--- config.mk ---
export PLATFORM = sky130hd
export DESIGN_NAME = pfsram_ctrl
export DESIGN_NICKNAME = d
export VERILOG_FILES = /design/src/rtl/pfsram_pkg.sv /design/src/rtl/pfsram_sync.sv /design/src/rtl/pfsram_pwr.sv /design/src/rtl/pfsram_bus.sv /design/src/rtl/pfsram_array.sv /design/src/rtl/pfsram_ctrl.sv
export SDC_FILE = /design/constraint.sdc
export NUM_CORES = 1
export LEC_CHECK = 0
export BUFFER_PORTS_ARGS = -buffer_cell sky130_fd_sc_hd__buf_2
export CAP_MARGIN = 20
export CORE_UTILIZATION = 45
export CTS_BUF_LIST = sky130_fd_sc_hd__clkbuf_4 sky130_fd_sc_hd__clkbuf_8
export DETAILED_ROUTE_END_ITERATION = 16
export GPL_TIMING_DRIVEN = 0
export SLEW_MARGIN = 5
export SYNTH_ARGS = -nofsm -noshare
export SYNTH_HDL_FRONTEND = slang
export SYNTH_SLANG_ARGS = --single-unit
--- constraint.sdc ---
create_clock -name clk -period 2.3 [get_ports clk]
set_input_delay 0.46 -clock clk [delete_from_list [all_inputs] [get_ports clk]]
set_output_delay 0.46 -clock clk [all_outputs]
set_load 0.1 [all_outputs]
--- src/rtl/pfsram_pkg.sv ---
// Shared types for the power-fail protected SRAM.
package pfsram_pkg;

    // Supply condition as seen by the access logic.
    typedef enum logic [1:0] {
        PWR_NORMAL  = 2'd0,  // accesses allowed
        PWR_PROTECT = 2'd1,  // deselected, external supply, may be recovering
        PWR_BATTERY = 2'd2   // deselected, backup source selected
    } pwr_state_t;

endpackage

--- src/rtl/pfsram_sync.sv ---
// Multi-stage synchroniser for a bundle of asynchronous inputs.
// Assumes every bit of the bundle is stable long enough to be sampled
// coherently; it gives no cross-bit coherence guarantee beyond that.
module pfsram_sync #(
    parameter int              W       = 1,
    parameter int              STAGES  = 2,
    parameter logic [W-1:0]    RST_VAL = '0
) (
    input  logic         clk,
    input  logic         rst_n,
    input  logic [W-1:0] d,
    output logic [W-1:0] q
);

    logic [STAGES-1:0][W-1:0] stg;

    // Shift the input through STAGES flops.
    always_ff @(posedge clk) begin
        if (!rst_n) begin
            stg <= {STAGES{RST_VAL}};
        end else begin
            stg[0] <= d;
            for (int i = 1; i < STAGES; i++) begin
                stg[i] <= stg[i-1];
            end
        end
    end

    assign q = stg[STAGES-1];

endmodule

--- src/rtl/pfsram_pwr.sv ---
// Supply supervisor. It turns the two synchronised threshold flags into
// an access-allow signal, a backup-source indicator and a recovery-busy
// flag. Assumes so_ok is high whenever pf_ok is high (the switchover
// threshold lies below the power-fail threshold). Reset leaves it in
// PROTECT, so a full recovery interval follows every reset.
module pfsram_pwr
    import pfsram_pkg::*;
#(
    parameter int RECOV_CYC = 64
) (
    input  logic clk,
    input  logic rst_n,
    input  logic pf_ok,
    input  logic so_ok,
    output logic allow,
    output logic bat_sel,
    output logic recov_busy
);

    localparam int              CW   = $clog2(RECOV_CYC + 1);
    localparam logic [CW-1:0]   LAST = CW'(RECOV_CYC - 1);

    pwr_state_t    state, state_nxt;
    logic [CW-1:0] cnt;
    logic          counting;

    assign counting = (state == PWR_PROTECT) && pf_ok && so_ok;

    // Next-state selection from the supply flags and recovery count.
    always_comb begin
        state_nxt = state;
        case (state)
            PWR_NORMAL: begin
                if (!so_ok)      state_nxt = PWR_BATTERY;
                else if (!pf_ok) state_nxt = PWR_PROTECT;
            end
            PWR_PROTECT: begin
                if (!so_ok)                       state_nxt = PWR_BATTERY;
                else if (counting && cnt == LAST) state_nxt = PWR_NORMAL;
            end
            PWR_BATTERY: begin
                if (so_ok) state_nxt = PWR_PROTECT;
            end
            default: state_nxt = PWR_PROTECT;
        endcase
    end

    // State register.
    always_ff @(posedge clk) begin
        if (!rst_n) state <= PWR_PROTECT;
        else        state <= state_nxt;
    end

    // Recovery counter: runs only while the supply is back but still protected.
    always_ff @(posedge clk) begin
        if (!rst_n)                                   cnt <= '0;
        else if (counting && state_nxt == PWR_PROTECT) cnt <= cnt + 1'b1;
        else                                          cnt <= '0;
    end

    assign allow      = (state == PWR_NORMAL);
    assign bat_sel    = (state == PWR_BATTERY);
    assign recov_busy = counting;

endmodule

--- src/rtl/pfsram_bus.sv ---
// Strobe decoder and write tracker. It works on synchronised strobes:
// it decides when the bus is driven, follows the write window and
// issues one array write when the window closes. A window that closes
// because protection started issues no write.
module pfsram_bus #(
    parameter int AW = 4,
    parameter int DW = 8
) (
    input  logic          clk,
    input  logic          rst_n,
    input  logic          ce_s,
    input  logic          oe_s,
    input  logic          we_s,
    input  logic [AW-1:0] addr_s,
    input  logic [DW-1:0] din_s,
    input  logic          allow,
    output logic          rd_en,
    output logic          wr_act,
    output logic          mem_we,
    output logic [AW-1:0] mem_waddr,
    output logic [DW-1:0] mem_wdata
);

    logic wr_act_q;

    assign wr_act = allow && !ce_s && !we_s;
    assign rd_en  = allow && !ce_s && !oe_s && we_s;

    // Track the write window and hold the latest address/data seen in it.
    always_ff @(posedge clk) begin
        if (!rst_n) begin
            wr_act_q  <= 1'b0;
            mem_waddr <= '0;
            mem_wdata <= '0;
        end else begin
            wr_act_q <= wr_act;
            if (wr_act) begin
                mem_waddr <= addr_s;
                mem_wdata <= din_s;
            end
        end
    end

    // Commit on the closing edge of the window, only if still allowed.
    assign mem_we = wr_act_q && !wr_act && allow;

endmodule

--- src/rtl/pfsram_array.sv ---
// Register-based byte array: one synchronous write port and one
// asynchronous read port. Contents are not reset, like a real SRAM.
module pfsram_array #(
    parameter int AW = 4,
    parameter int DW = 8
) (
    input  logic          clk,
    input  logic          we,
    input  logic [AW-1:0] waddr,
    input  logic [DW-1:0] wdata,
    input  logic [AW-1:0] raddr,
    output logic [DW-1:0] rdata
);

    localparam int DEPTH = 1 << AW;

    logic [DW-1:0] mem [DEPTH];

    // Store one byte per enabled cycle.
    always_ff @(posedge clk) begin
        if (we) mem[waddr] <= wdata;
    end

    assign rdata = mem[raddr];

endmodule

--- src/rtl/pfsram_ctrl.sv ---
// Top level of the power-fail protected SRAM. It synchronises the pins,
// supervises the supply, decodes the access mode and holds the array.
// The bus is split into dq_in / dq_out / dq_oe so that the pad ring
// builds the tri-state driver.
module pfsram_ctrl #(
    parameter int AW        = 4,
    parameter int DW        = 8,
    parameter int SYNC_STG  = 2,
    parameter int RECOV_CYC = 64
) (
    input  logic          clk,
    input  logic          rst_n,
    input  logic          pf_ok,
    input  logic          so_ok,
    input  logic          ce_n,
    input  logic          oe_n,
    input  logic          we_n,
    input  logic [AW-1:0] addr,
    input  logic [DW-1:0] dq_in,
    output logic [DW-1:0] dq_out,
    output logic          dq_oe,
    output logic          bat_sel,
    output logic          recov_busy
);

    localparam int            PW      = 3 + AW + DW;
    localparam logic [PW-1:0] PIN_RST = {3'b111, {(AW + DW){1'b0}}};

    logic [PW-1:0] pin_q;
    logic [1:0]    flag_q;
    logic          ce_s, oe_s, we_s, pf_s, so_s;
    logic [AW-1:0] addr_s, mem_waddr;
    logic [DW-1:0] din_s, mem_wdata, rdata;
    logic          allow, rd_en, wr_act, mem_we;

    pfsram_sync #(.W(PW), .STAGES(SYNC_STG), .RST_VAL(PIN_RST)) u_pin_sync (
        .clk(clk), .rst_n(rst_n),
        .d({ce_n, oe_n, we_n, addr, dq_in}),
        .q(pin_q)
    );

    pfsram_sync #(.W(2), .STAGES(SYNC_STG), .RST_VAL(2'b00)) u_flag_sync (
        .clk(clk), .rst_n(rst_n),
        .d({pf_ok, so_ok}),
        .q(flag_q)
    );

    assign {ce_s, oe_s, we_s, addr_s, din_s} = pin_q;
    assign {pf_s, so_s}                      = flag_q;

    pfsram_pwr #(.RECOV_CYC(RECOV_CYC)) u_pwr (
        .clk(clk), .rst_n(rst_n),
        .pf_ok(pf_s), .so_ok(so_s),
        .allow(allow), .bat_sel(bat_sel), .recov_busy(recov_busy)
    );

    pfsram_bus #(.AW(AW), .DW(DW)) u_bus (
        .clk(clk), .rst_n(rst_n),
        .ce_s(ce_s), .oe_s(oe_s), .we_s(we_s),
        .addr_s(addr_s), .din_s(din_s), .allow(allow),
        .rd_en(rd_en), .wr_act(wr_act), .mem_we(mem_we),
        .mem_waddr(mem_waddr), .mem_wdata(mem_wdata)
    );

    pfsram_array #(.AW(AW), .DW(DW)) u_arr (
        .clk(clk), .we(mem_we),
        .waddr(mem_waddr), .wdata(mem_wdata),
        .raddr(addr_s), .rdata(rdata)
    );

    assign dq_oe  = rd_en;
    assign dq_out = rd_en ? rdata : '0;

endmodule

---- Yosys cells after proc, flatten, opt, wreduce, memory -nomap -nowiden ----
Memories as Yosys holds them, arrays and structs flattened. A register that Yosys moved wholly into a read port is not among the register bits.
Index checks and enable logic that the tools add are counted.
operators by class
  add/sub/neg operators ................... 1
  multiply operators ...................... 0
  div/mod/pow operators ................... 0
  $lt $le $gt $ge ......................... 0
  eq/ne operators ......................... 4
  shift operators ......................... 0
  mux-type cells .......................... 10
  bitwise logic cells ..................... 0
  reductions and logical operators ........ 16
operators with widths
  kind                                            number
  logical AND 1 bit                               10
  2-to-1 mux 2 bit                                5
  2-to-1 mux 8 bit                                1
  adder 7 x 1 -> 7 bit (second input constant)    1
  == test 7 x 6 -> 1 bit (second input constant)  1
  case mux 2 bit (3 select lines)                 1
  == test 2 x 1 -> 1 bit (second input constant)  2
  logical NOT 1 bit                               4
  2-to-1 mux 4 bit                                1
  == test 2 bit (second input constant)           1
  logical NOT 2 bit                               1
  2-to-1 mux 1 bit                                2
  AND reduction 2 bit                             1
storage, ports and cells
  register bits ........................... 56
  bits in latches ......................... 0
  memory bits (writable) .................. 128
  memory bits (read-only) ................. 0
  bits of input ports ..................... 19
  output and inout port bits .............. 11
  word-level logic and storage cells ...... 41
  memories kept ........................... 1
memory list
  name       depth  width  read ports  clocked after Yosys merged registers in  write ports  RTL line            RTL
  u_arr.mem  16     8      1           1                                        1            pfsram_array.sv:17  logic [DW-1:0] mem [DEPTH];

---- Depth between registers and ports, before layout ----
  depth in word-level cells ............... 10
  gate-level depth with buffers ........... 6
  gate-level depth less buffers ........... 4

---- Hierarchy ----
A second synthesis with hierarchy kept.
second synthesis, totals
  cell total of the unflattened synthesis .. 414
  area, all modules ....................... 7,004.2 µm²
modules (own cells, without submodules)
  module                     times used  cells each  area each (µm²)  sequential area each (µm²)
  pfsram_array               1           221         4,987.3          3,843.7
  pfsram_sync (u_pin_sync)   1           78          918.4            600.6
  pfsram_bus                 1           57          546.8            260.2
  pfsram_pwr                 1           40          381.6            180.2
  pfsram_sync (u_flag_sync)  1           10          120.1            80.1
  pfsram_ctrl                1           8           50.0             0.0

---- Least setup slack after synthesis ----
Ideal clock, no wire load.
  path type ............................... reg-to-output
  from .................................... register u_pin_sync.q[10] (netlist name)
  to ...................................... output port dq_out[6]
  arrival time ............................ 3.311 ns
  data required time ...................... 1.840 ns
  path slack .............................. -1.471 ns
  cell stages (with the launch flop) ...... 7
  buffers on the path ..................... 3
  cell sequence ........................... dfxtp_1 > buf_2 > buf_2 > buf_4 > mux4_2 > mux2i_1 > a211oi_1
RTL lines
  item              RTL line           RTL
  end: declaration  pfsram_ctrl.sv:20  output logic [DW-1:0] dq_out,

==> flow_metrics.env <==
export IMPL_synth_seq_cells=184
export IMPL_cts_hold_buf=0
export IMPL_grt_pass1_wl_um=19200
export IMPL_peakVddDrop_mv=0.456
export IMPL_synth_fp_nets=423
export IMPL_fp_dieArea_um2=15600
export IMPL_reg2regPathDepth=5
export IMPL_synth_edff_count=128
export IMPL_vias_per_cell=5.12
export IMPL_seq_area_frac_synth_pct=73.0
export IMPL_maxCapViolations=0
export IMPL_drtPass1Iterations=11
export IMPL_cp_slowest_stage_delay_ns=0.58
export IMPL_yosysWarnings=0
export IMPL_die_y_um=125
export IMPL_final_cell_count_no_fill=659
export IMPL_crit_required_ns=1.84
export IMPL_htree_num_levels=4
export IMPL_synth_avg_cell_area_um2=16.9
export IMPL_routed_wirelength_um=12600
export IMPL_wl_per_cell_um=19.2
export IMPL_fin_ws_ns=-0.374
export IMPL_violations="design-rule violations, negative setup slack"
export IMPL_yosysUniqueCellTypes=32
export IMPL_arrival_ns=2.21
export IMPL_synth_area_um2=6800
export IMPL_vias=3371
export IMPL_cts_made_buffers=17
export IMPL_ys_flop_type="edfxtp_1"
export IMPL_worst_slew_pin_slew_ns=0.715
export IMPL_p_per_area_nw_per_um2=723
export IMPL_area_delta_synth_final_pct=21.0
export IMPL_tns_ns=-2.76
export IMPL_clock_path_buffers=2
export IMPL_setup_viol=8
export IMPL_dp_hpwl_um=8160
export IMPL_clk_pin_slew_ns=0.08
export IMPL_synth_largest_area_cell="edfxtp_1"
export IMPL_pin_count=30
export IMPL_grt_pass1_vias=3439
export IMPL_antenna_found_initial=0
export IMPL_grt_usage_pct=17.3
export IMPL_numPortBuffers=29
export IMPL_synthCells=403
export IMPL_start_util_pct=46.4
export IMPL_static_leakage_power_nw=2.69
export IMPL_drive_gt1_share_pct=34.1
export IMPL_fmax_ghz=0.374
export IMPL_finalCriticalPeriod_ns=2.67
export IMPL_root_buffer="clkbuf_8"
export IMPL_core_region_area_um2=14600
export IMPL_yosysMostFrequentCell="edfxtp_1"
export IMPL_ant_nets=0
export IMPL_synth_common_cells="edfxtp_1 (128), dfxtp_1 (56), and2_1 (29)"
export IMPL_totalPowerFinal_mw=5.94
export IMPL_grt_max_degree=18
export IMPL_min_path_type="primary input to flip-flop"
export IMPL_finClkSkew_ns=0.00887
export IMPL_crit_slowest_cell="mux4_2"
export IMPL_holdPathStages=2
export IMPL_tritoncts="built"
export IMPL_worst_skew_pair_late_latency_ns=0.46
export IMPL_crit_path_end_kind="output pin"
export IMPL_drtIter0Drc=222
export IMPL_relSlewSlack_pct=52.3
export IMPL_die_w_um=125
export IMPL_period_share_pct=116
export IMPL_fp_row_count=44
export IMPL_crit_path_max_fanout=10
export IMPL_gp_congestion=0.708
export IMPL_status="finished, violations left"
export IMPL_hold_viol_final=0
export IMPL_layout_nets=482
export IMPL_maxSlewViolCount=0
export IMPL_grt_ovfl_total=0
export IMPL_path_class="flip-flop to output pin"
export IMPL_synthArstFlopShare_pct=0
export IMPL_grt_setup_unrepaired="yes"
export IMPL_whs_ns=0.179
export IMPL_path_cells="buf_6 -> buf_8 -> mux4_2 -> mux2i_2 -> a211oi_4 -> buf_12"
export IMPL_drc_errors=5
export IMPL_synth_area_leaders="edfxtp_1 (57%), dfxtp_1 (16%), mux4_2 (7.6%), mux4_1 (3.5%), and2_1 (2.7%)"
export IMPL_dp_cells=620
export IMPL_place_ws_ns=-0.275
export IMPL_insertedDiodeCount=0
export IMPL_cp_start_kind="flip-flop"
export IMPL_numClockSinks=184
export IMPL_netlist_area_leader_share_pct=56.6
power by group:
| group | switching (mW) | total [mW] | internal (mW) |
|---|---|---|---|
| clock network | 1.04 | 2.14 | 1.10 |
| logic | 0.131 | 0.263 | 0.132 |
| registers | 0.0191 | 3.54 | 3.52 |
| total | 1.19 | 5.94 | 4.76 |
kinds of logic after synthesis:
logic type | synth area share [%]
muxes | 12.3
and+or+nand+nor | 8.73
DFF | 73.0
xor gates and xnor gates | 0.516
adders and majority gates | 0.184
buffers and inverters | 2.23
AOI/OAI and AO/OA | 3.02
what timing repair did:
action	4_1_cts	5_1_grt
resized for setup	73	24
cloned	2	0
pin swaps	10	5
endpoints found under the setup margin	21	115
buffers inserted	6	1
metrics by stage:
stage	utilization (%)	cell area, µm²
2_1_floorplan	-	6990
3_3_place_gp	50.3	7360
3_5_place_dp	50.5	7390
4_1_cts	55.8	8180
5_1_grt	56.2	8230
6_report	56.2	8230
flip-flops by register name, indices dropped and copies added, names as in the netlist:
| signal | flops |
|---|---|
| u_arr.mem | 128 |
| u_bus.mem_waddr | 4 |
| u_bus.mem_wdata | 8 |
| u_bus.wr_act_q | 1 |
| u_flag_sync.q | 2 |
| u_flag_sync.stg | 2 |
| u_pin_sync.q | 15 |
| u_pin_sync.stg | 15 |
| u_pwr.cnt | 7 |
| u_pwr.state | 2 |
area by class of cell:
class                   instances  area (µm²)
plain buffers                  19         174
clock buffers                  21         264
clock inverters                11         130
fillers                      1166        6420
inverters                       5        18.8
multi-input cells             193        2010
flip-flops and latches        184        4970
well taps                     184         230
repair buffers                 42         428
worst max-delay path: cells and delay by family, from the launching register on:
kind,cells,cell delay (ns)
multiplexers,2,0.81
AO/OA/AOI/OAI,1,0.10
buffers and inverters,3,0.51
flip-flops,1,0.33
final timing paths:
path / startpoint / to / slack, ns
setup reg to reg: u_pwr.state[1] / u_arr.mem[0][2] / 0.19
setup / recovery: u_pin_sync.q[8] / dq_out[5] / -0.37
hold reg to reg: u_pin_sync.stg[12] / u_pin_sync.q[12] / 0.42
hold / removal: we_n / u_pin_sync.stg[12] / 0.18
cell usage in the layout, fill, tap and decap left out, types with 4 or more instances in the layout:
master / instances
inv_1: 5
nand2b_1: 9
dfxtp_1: 54
nor2b_4: 5
clkbuf_1: 6
mux2i_2: 4
nor2_2: 13
mux4_2: 31
clkbuf_4: 5
buf_4: 10
mux2i_4: 4
buf_12: 13
or3_1: 4
nand2_1: 28
clkbuf_8: 17
edfxtp_1: 128
and2_1: 29
a211oi_4: 15
nor3_2: 4
nor2_1: 10
clkinv_1: 4
a21oi_1: 12
buf_2: 22
layer usage:
metal  part of all wire, %  wire length [µm]  track usage (%)
met1                    45              5690             23.1
met4                   1.8               231             6.74
met3                   5.1               647             4.04
met2                    48              6070             27.7
met5                     0                 0                0
No activity file was read; power rests on OpenSTA's default activity.
